--- src/rtl/msr_pkg.sv ---
package msr_pkg;

    localparam int XLEN = 64;

    typedef logic [XLEN-1:0] word_t;

    typedef enum logic [1:0] {
        EXT_OFF   = 2'b00,
        EXT_INIT  = 2'b01,
        EXT_CLEAN = 2'b10,
        EXT_DIRTY = 2'b11
    } ext_stat_e;

    typedef struct packed {
        logic has_user;
        logic has_next;
        logic finx;
    } caps_t;

    // field positions
    localparam int B_UIE   = 0;
    localparam int B_SIE   = 1;
    localparam int B_MIE   = 3;
    localparam int B_UPIE  = 4;
    localparam int B_SPIE  = 5;
    localparam int B_MPIE  = 7;
    localparam int B_SPP   = 8;
    localparam int B_VS    = 9;
    localparam int B_MPP   = 11;
    localparam int B_FS    = 13;
    localparam int B_XS    = 15;
    localparam int B_MPRV  = 17;
    localparam int B_SUM   = 18;
    localparam int B_MXR   = 19;
    localparam int B_UXL   = 32;
    localparam int B_SXL   = 34;
    localparam int B_ENDN  = 36;
    localparam int B_SD    = XLEN - 1;

    function automatic word_t span(input int hi, input int lo);
        word_t m;
        m = '0;
        for (int i = lo; i <= hi; i++) m[i] = 1'b1;
        return m;
    endfunction

    localparam word_t KEEP_MASK = span(22, 7) | span(5, 3) | span(1, 0);

    localparam word_t SUP_WR_MASK =
        span(B_MXR, B_MXR) | span(B_SUM, B_SUM) | span(B_XS+1, B_XS) |
        span(B_FS+1, B_FS) | span(B_VS+1, B_VS) | span(B_SPP, B_SPP) |
        span(B_SPIE, B_SPIE) | span(B_UPIE, B_UPIE) |
        span(B_SIE, B_SIE) | span(B_UIE, B_UIE);

    localparam word_t SUP_RD_MASK =
        SUP_WR_MASK | span(B_SD, B_SD) | span(B_UXL+1, B_UXL);

    function automatic logic any_dirty(input logic [1:0] a,
                                       input logic [1:0] b,
                                       input logic [1:0] c);
        return (a == EXT_DIRTY) || (b == EXT_DIRTY) || (c == EXT_DIRTY);
    endfunction

endpackage

--- src/rtl/msr_legalize.sv ---
module msr_legalize
    import msr_pkg::*;
(
    input  word_t old_val,
    input  word_t wr_val,
    input  logic  sup_view,
    input  caps_t caps,
    output word_t new_val
);
    word_t merged;
    word_t n;

    always_comb begin
        if (sup_view) merged = (old_val & ~SUP_WR_MASK) | (wr_val & SUP_WR_MASK);
        else          merged = wr_val;

        n = merged & KEEP_MASK;
        n[B_XS+1:B_XS] = EXT_OFF;
        if (caps.finx) n[B_FS+1:B_FS] = EXT_OFF;
        if (!caps.has_next) begin
            n[B_UPIE] = 1'b0;
            n[B_UIE]  = 1'b0;
        end
        if (!caps.has_user) n[B_MPRV] = 1'b0;
        n[B_SXL+1:B_UXL]  = old_val[B_SXL+1:B_UXL];
        n[B_ENDN+1:B_ENDN] = 2'b00;
        n[B_SD] = any_dirty(n[B_FS+1:B_FS], n[B_XS+1:B_XS], n[B_VS+1:B_VS]);
        new_val = n;
    end
endmodule

--- src/rtl/msr_supview.sv ---
module msr_supview
    import msr_pkg::*;
(
    input  word_t mach_val,
    output word_t sup_val
);
    assign sup_val = mach_val & SUP_RD_MASK;
endmodule

--- src/rtl/msr_effpriv.sv ---
module msr_effpriv (
    input  logic       is_fetch,
    input  logic [1:0] cur_priv,
    input  logic       mprv,
    input  logic [1:0] mpp,
    output logic [1:0] eff_priv
);
    always_comb begin
        if (!is_fetch && mprv) eff_priv = mpp;
        else                   eff_priv = cur_priv;
    end
endmodule

--- src/rtl/msr_unit.sv ---
module msr_unit
    import msr_pkg::*;
#(
    parameter logic [1:0] RESET_XL = 2'b10
) (
    input  logic                       clk,
    input  logic                       rst,
    input  logic                       wr_en,
    input  logic                       wr_view,
    input  logic [msr_pkg::XLEN-1:0]   wr_data,
    input  logic                       cap_user,
    input  logic                       cap_next,
    input  logic                       cap_finx,
    input  logic                       acc_is_fetch,
    input  logic [1:0]                 cur_priv,
    output logic [msr_pkg::XLEN-1:0]   rd_mach,
    output logic [msr_pkg::XLEN-1:0]   rd_sup,
    output logic [1:0]                 eff_priv
);
    localparam word_t RESET_VAL =
        word_t'({RESET_XL, RESET_XL}) << B_UXL;

    word_t  state_q;
    word_t  legal_d;
    caps_t  caps;

    assign caps = '{has_user: cap_user, has_next: cap_next, finx: cap_finx};

    msr_legalize legal_i (
        .old_val  (state_q),
        .wr_val   (wr_data),
        .sup_view (wr_view),
        .caps     (caps),
        .new_val  (legal_d)
    );

    always_ff @(posedge clk) begin
        if (rst)        state_q <= RESET_VAL;
        else if (wr_en) state_q <= legal_d;
    end

    msr_supview view_i (
        .mach_val (state_q),
        .sup_val  (rd_sup)
    );

    msr_effpriv priv_i (
        .is_fetch (acc_is_fetch),
        .cur_priv (cur_priv),
        .mprv     (state_q[B_MPRV]),
        .mpp      (state_q[B_MPP+1:B_MPP]),
        .eff_priv (eff_priv)
    );

    assign rd_mach = state_q;
endmodule

--- config.mk ---
export PLATFORM = sky130hd
export DESIGN_NAME = msr_unit
export DESIGN_NICKNAME = d
export VERILOG_FILES = /design/src/rtl/msr_pkg.sv /design/src/rtl/msr_legalize.sv /design/src/rtl/msr_supview.sv /design/src/rtl/msr_effpriv.sv /design/src/rtl/msr_unit.sv
export SDC_FILE = /design/constraint.sdc
export NUM_CORES = 1
export LEC_CHECK = 0
export BUFFER_PORTS_ARGS = -buffer_cell sky130_fd_sc_hd__buf_4
export CORE_MARGIN = 2
export CORE_UTILIZATION = 45
export CTS_CLUSTER_SIZE = 8
export DETAILED_ROUTE_END_ITERATION = 7
export GPL_ROUTABILITY_DRIVEN = 0
export MAX_ROUTING_LAYER = met4
export PLACE_DENSITY = 0.83
export SYNTH_ARGS = -nofsm -noshare
export SYNTH_HDL_FRONTEND = slang
export SYNTH_HIERARCHICAL = 1
export SYNTH_SLANG_ARGS = --single-unit
--- constraint.sdc ---
create_clock -name clk -period 1.5 [get_ports clk]
set_clock_uncertainty 0.15 [all_clocks]
set_input_delay 0.3 -clock clk [delete_from_list [all_inputs] [get_ports clk]]
set_output_delay 0.3 -clock clk [all_outputs]
set_load 0.05 [all_outputs]
==> metrics list <==
* Number of warnings printed during yosys synthesis: 6
- After detailed placement, the design holds a cell count of 509.
* Routed wire length: 5.57 mm
- Total vias in the final route: 2104
- In this run the critical register-to-register path is launched from rd_mach[17]$_SDFFE_PP0P_.
- At the pin with the least slew margin, the transition time is 0.632 ns.
- Total power for the finished layout comes to 4.64 mW.
* Hold/Removal Path Class: primary input to flip-flop
* Clock buffers created by TritonCTS: 9
- Walking the worst path, the cells encountered are nand2b_4 > mux2_4 > buf_8.
- Unrepaired setup endpoints after global routing: yes
* Type of element capturing the critical path: output pin
- Leaving out fill and tap cells, the most frequent cell in the layout is sky130_fd_sc_hd__buf_4.
- The filler cells instantiated in the layout total 649.
- Max reg flops: 64
* Post-synthesis area per instance: 9.91 um2
* Min-Delay Endpoint: rd_mach[5]$_SDFFE_PP0P_
- Fraction of layout instances using a drive strength above 1: 0.328
- The die covers 8220 um2.
- Syn Inst Count: 341
- Post-layout min period: 1.67 ns
- Crit Path Max Fanout: 2
* Inserted Diodes: 0
- In this run the deepest clock path goes through 2 buffers.
- Critical-path top delay cell: sky130_fd_sc_hd__dfxtp_4
- CTS tree: yes
- In the global route stage, overall resource usage came out at 0.139.
- Via density: 4.00
- The later pin in the worst-skew pair is clocked with a latency of 0.32 ns.
- The share of the Yosys chip area taken by registers is 0.379.
* Highest cell delay on the worst timing path: 0.36 ns
- Detailed-router iteration count before antenna repair: 3
* Reg-to-reg critical path endpoint: rd_mach[17]$_SDFFE_PP0P_
- Final critical-path setup slack: -0.171 ns
- Data on the critical path arrives at its endpoint at 1.22 ns.
* Global-route wire length before repair: 8.98 mm
* Commonest non-fill, non-tap cells in the layout: sky130_fd_sc_hd__buf_4 (109), sky130_fd_sc_hd__conb_1 (88), sky130_fd_sc_hd__mux2i_1 (63), sky130_fd_sc_hd__dfxtp_1 (63), sky130_fd_sc_hd__nor2_1 (62)
- Max Clk Rate: 598 MHz
- For this run, design rule violations remaining after detail routing come to 0.
* Critical Path Start Type: flip-flop
- The net count of the finished layout is 496.
- Synthesized area: 3380 um2
- Number of cells traversed by the worst hold path: 3
* Layout Cells excl Fill: 526
- Iteration-0 DRC count of the detailed router: 33
* Distinct cell type count of the synthesized netlist: 16
* Vias in the first global route: 2016
- IO Pins: 204
* I/O Buffers: 110
* Relative max-transition margin: 0.579
- Max-cap check violation count: 0
* HPWL after detailed placement: 4.13 mm
- Final count of hold timing violations: 0
* Number of endpoints failing setup at the final stage: 2
* Number of sinks driven by the clock tree: 64
* Hold-fix buffers, CTS: 0
- The run finished, with violations left.
* Final critical-path share of the clock period: 1.11
* Final core utilization: 0.544
- Setup slack of the most critical reg-to-reg path: 0.34 ns
* Clock-pin slew reported for the worst setup and hold paths after clock tree synthesis: 0.07 ns
- Before CTS, the worst setup slack after placement is 0.0133 ns.
* Critical path class: flip-flop to output pin
- Violated checks: setup timing
* Die outline height: 90.6 um
* H-tree level count: 3
- DRT antenna net count: 0
- Required time reported for the critical path endpoint: 1.05 ns
- In the final routed layout, each cell accounts on average for 10.6 um.
- Pin count of the biggest net entering global routing: 65
- After floorplanning, the core was divided into 31 placement rows.
* Peak supply drop: 567 uV
* Number of antenna violations at the first check in global routing: 0
* Max-slew violation count: 0
- Power spread over the standard cell area amounts to 1180 nW/um2.
- Summed over all cells, the static leakage comes to 2.12 nW.
* Root buffer cell: sky130_fd_sc_hd__clkbuf_8
- Worst Reg2Reg Path Length in Cells: 5
- Area delta synth->final: 16.8%
- Global routing finished with a remaining overflow of 0.
- The floorplan step set the die width to 90.6 um.
- Placeable core region: 7250 um2
* Hold wc startpoint: wr_data[5]
- Flip-flop and latch count after synthesis: 64
* Initial Utilization: 0.466
## final cells by class
| class | count | area (um2) | share of cell area |
|---|---|---|---|
| timing repair buffer | 114 | 905 | 0.229 |
| multi-input combinational | 233 | 1420 | 0.359 |
| clock inverter | 2 | 35.0 | 0.00888 |
| tap | 99 | 124 | 0.0314 |
| sequential | 64 | 1280 | 0.326 |
| clock buffer | 14 | 183 | 0.0463 |
## cells in the mapped netlist
cell / n / area [um2]
sky130_fd_sc_hd__buf_4: 115 / 863
sky130_fd_sc_hd__dfxtp_1: 64 / 1280
sky130_fd_sc_hd__mux2i_1: 63 / 631
sky130_fd_sc_hd__nor2_1: 62 / 233
sky130_fd_sc_hd__mux2_4: 9 / 135
sky130_fd_sc_hd__buf_8: 6 / 90.1
sky130_fd_sc_hd__clkbuf_1: 5 / 18.8
sky130_fd_sc_hd__nor2b_1: 3 / 18.8
sky130_fd_sc_hd__a211o_1: 2 / 17.5
sky130_fd_sc_hd__and2_1: 2 / 12.5
sky130_fd_sc_hd__and2b_1: 2 / 15.0
sky130_fd_sc_hd__buf_2: 2 / 10.0
sky130_fd_sc_hd__buf_6: 2 / 22.5
sky130_fd_sc_hd__conb_1: 2 / 7.51
sky130_fd_sc_hd__a22o_1: 1 / 8.76
sky130_fd_sc_hd__nand2b_4: 1 / 13.8
## metrics by stage
stage | hold slack (ns) | cell area (um2) | TNS, ns
6_report | 0.0589 | 3950 | -0.336
5_1_grt | 0.0688 | 3950 | -0.420
3_5_place_dp | 0.333 | 3710 | 0
2_1_floorplan | 0.379 | 3700 | 0
4_1_cts | 0.0400 | 3950 | -0.371
3_3_place_gp | 0.315 | 3710 | 0
## timing repair
item,4_1_cts,5_1_grt
gates resized for setup,4,0
setup buffers,1,0
pin swaps,0,0
setup endpoints to repair,2,2
## worst max-delay path by stage
stage,start,endpoint,slack (ns)
floorplan,rd_mach[11]$_SDFFE_PP0P_,eff_priv[0],0.06
global placement,acc_is_fetch,eff_priv[1],0.03
detailed placement,acc_is_fetch,eff_priv[1],0.01
CTS,rd_mach[17]$_SDFFE_PP0P_,eff_priv[1],-0.19
global route,rd_mach[17]$_SDFFE_PP0P_,eff_priv[1],-0.21
finish,rd_mach[17]$_SDFFE_PP0P_,eff_priv[1],-0.17
## power breakdown
| group | switching (mW) | total (mW) | internal (mW) | leakage [nW] |
|---|---|---|---|---|
| logic | 0.883 | 1.23 | 0.342 | 1.48 |
| clock network | 0.612 | 1.56 | 0.948 | 0.113 |
| registers | 0.0586 | 1.85 | 1.79 | 0.528 |
## worst max-delay path, delay by kind of cell, from the launching register on
| family | cells | cell delay (ns) |
|---|---|---|
| buffers and inverters | 1 | 0.15 |
| DFF | 1 | 0.36 |
| muxes | 1 | 0.31 |
| and+or+nand+nor | 1 | 0.08 |
## per-layer routing
layer  global-route usage  share of wire
met1                0.138           0.40
met2                0.249           0.51
met3               0.0434          0.069
met4               0.0590          0.015
met5                    -              0
## kinds of logic after synthesis
| kind of cell | after synthesis | synth area share |
|---|---|---|
| other cells | 2 | 0.00222 |
| mux | 72 | 0.227 |
| buf+inv | 130 | 0.297 |
| simple gates | 70 | 0.0867 |
| flops | 64 | 0.379 |
| compound gates | 3 | 0.00778 |
(Power assumes the default switching activity.)
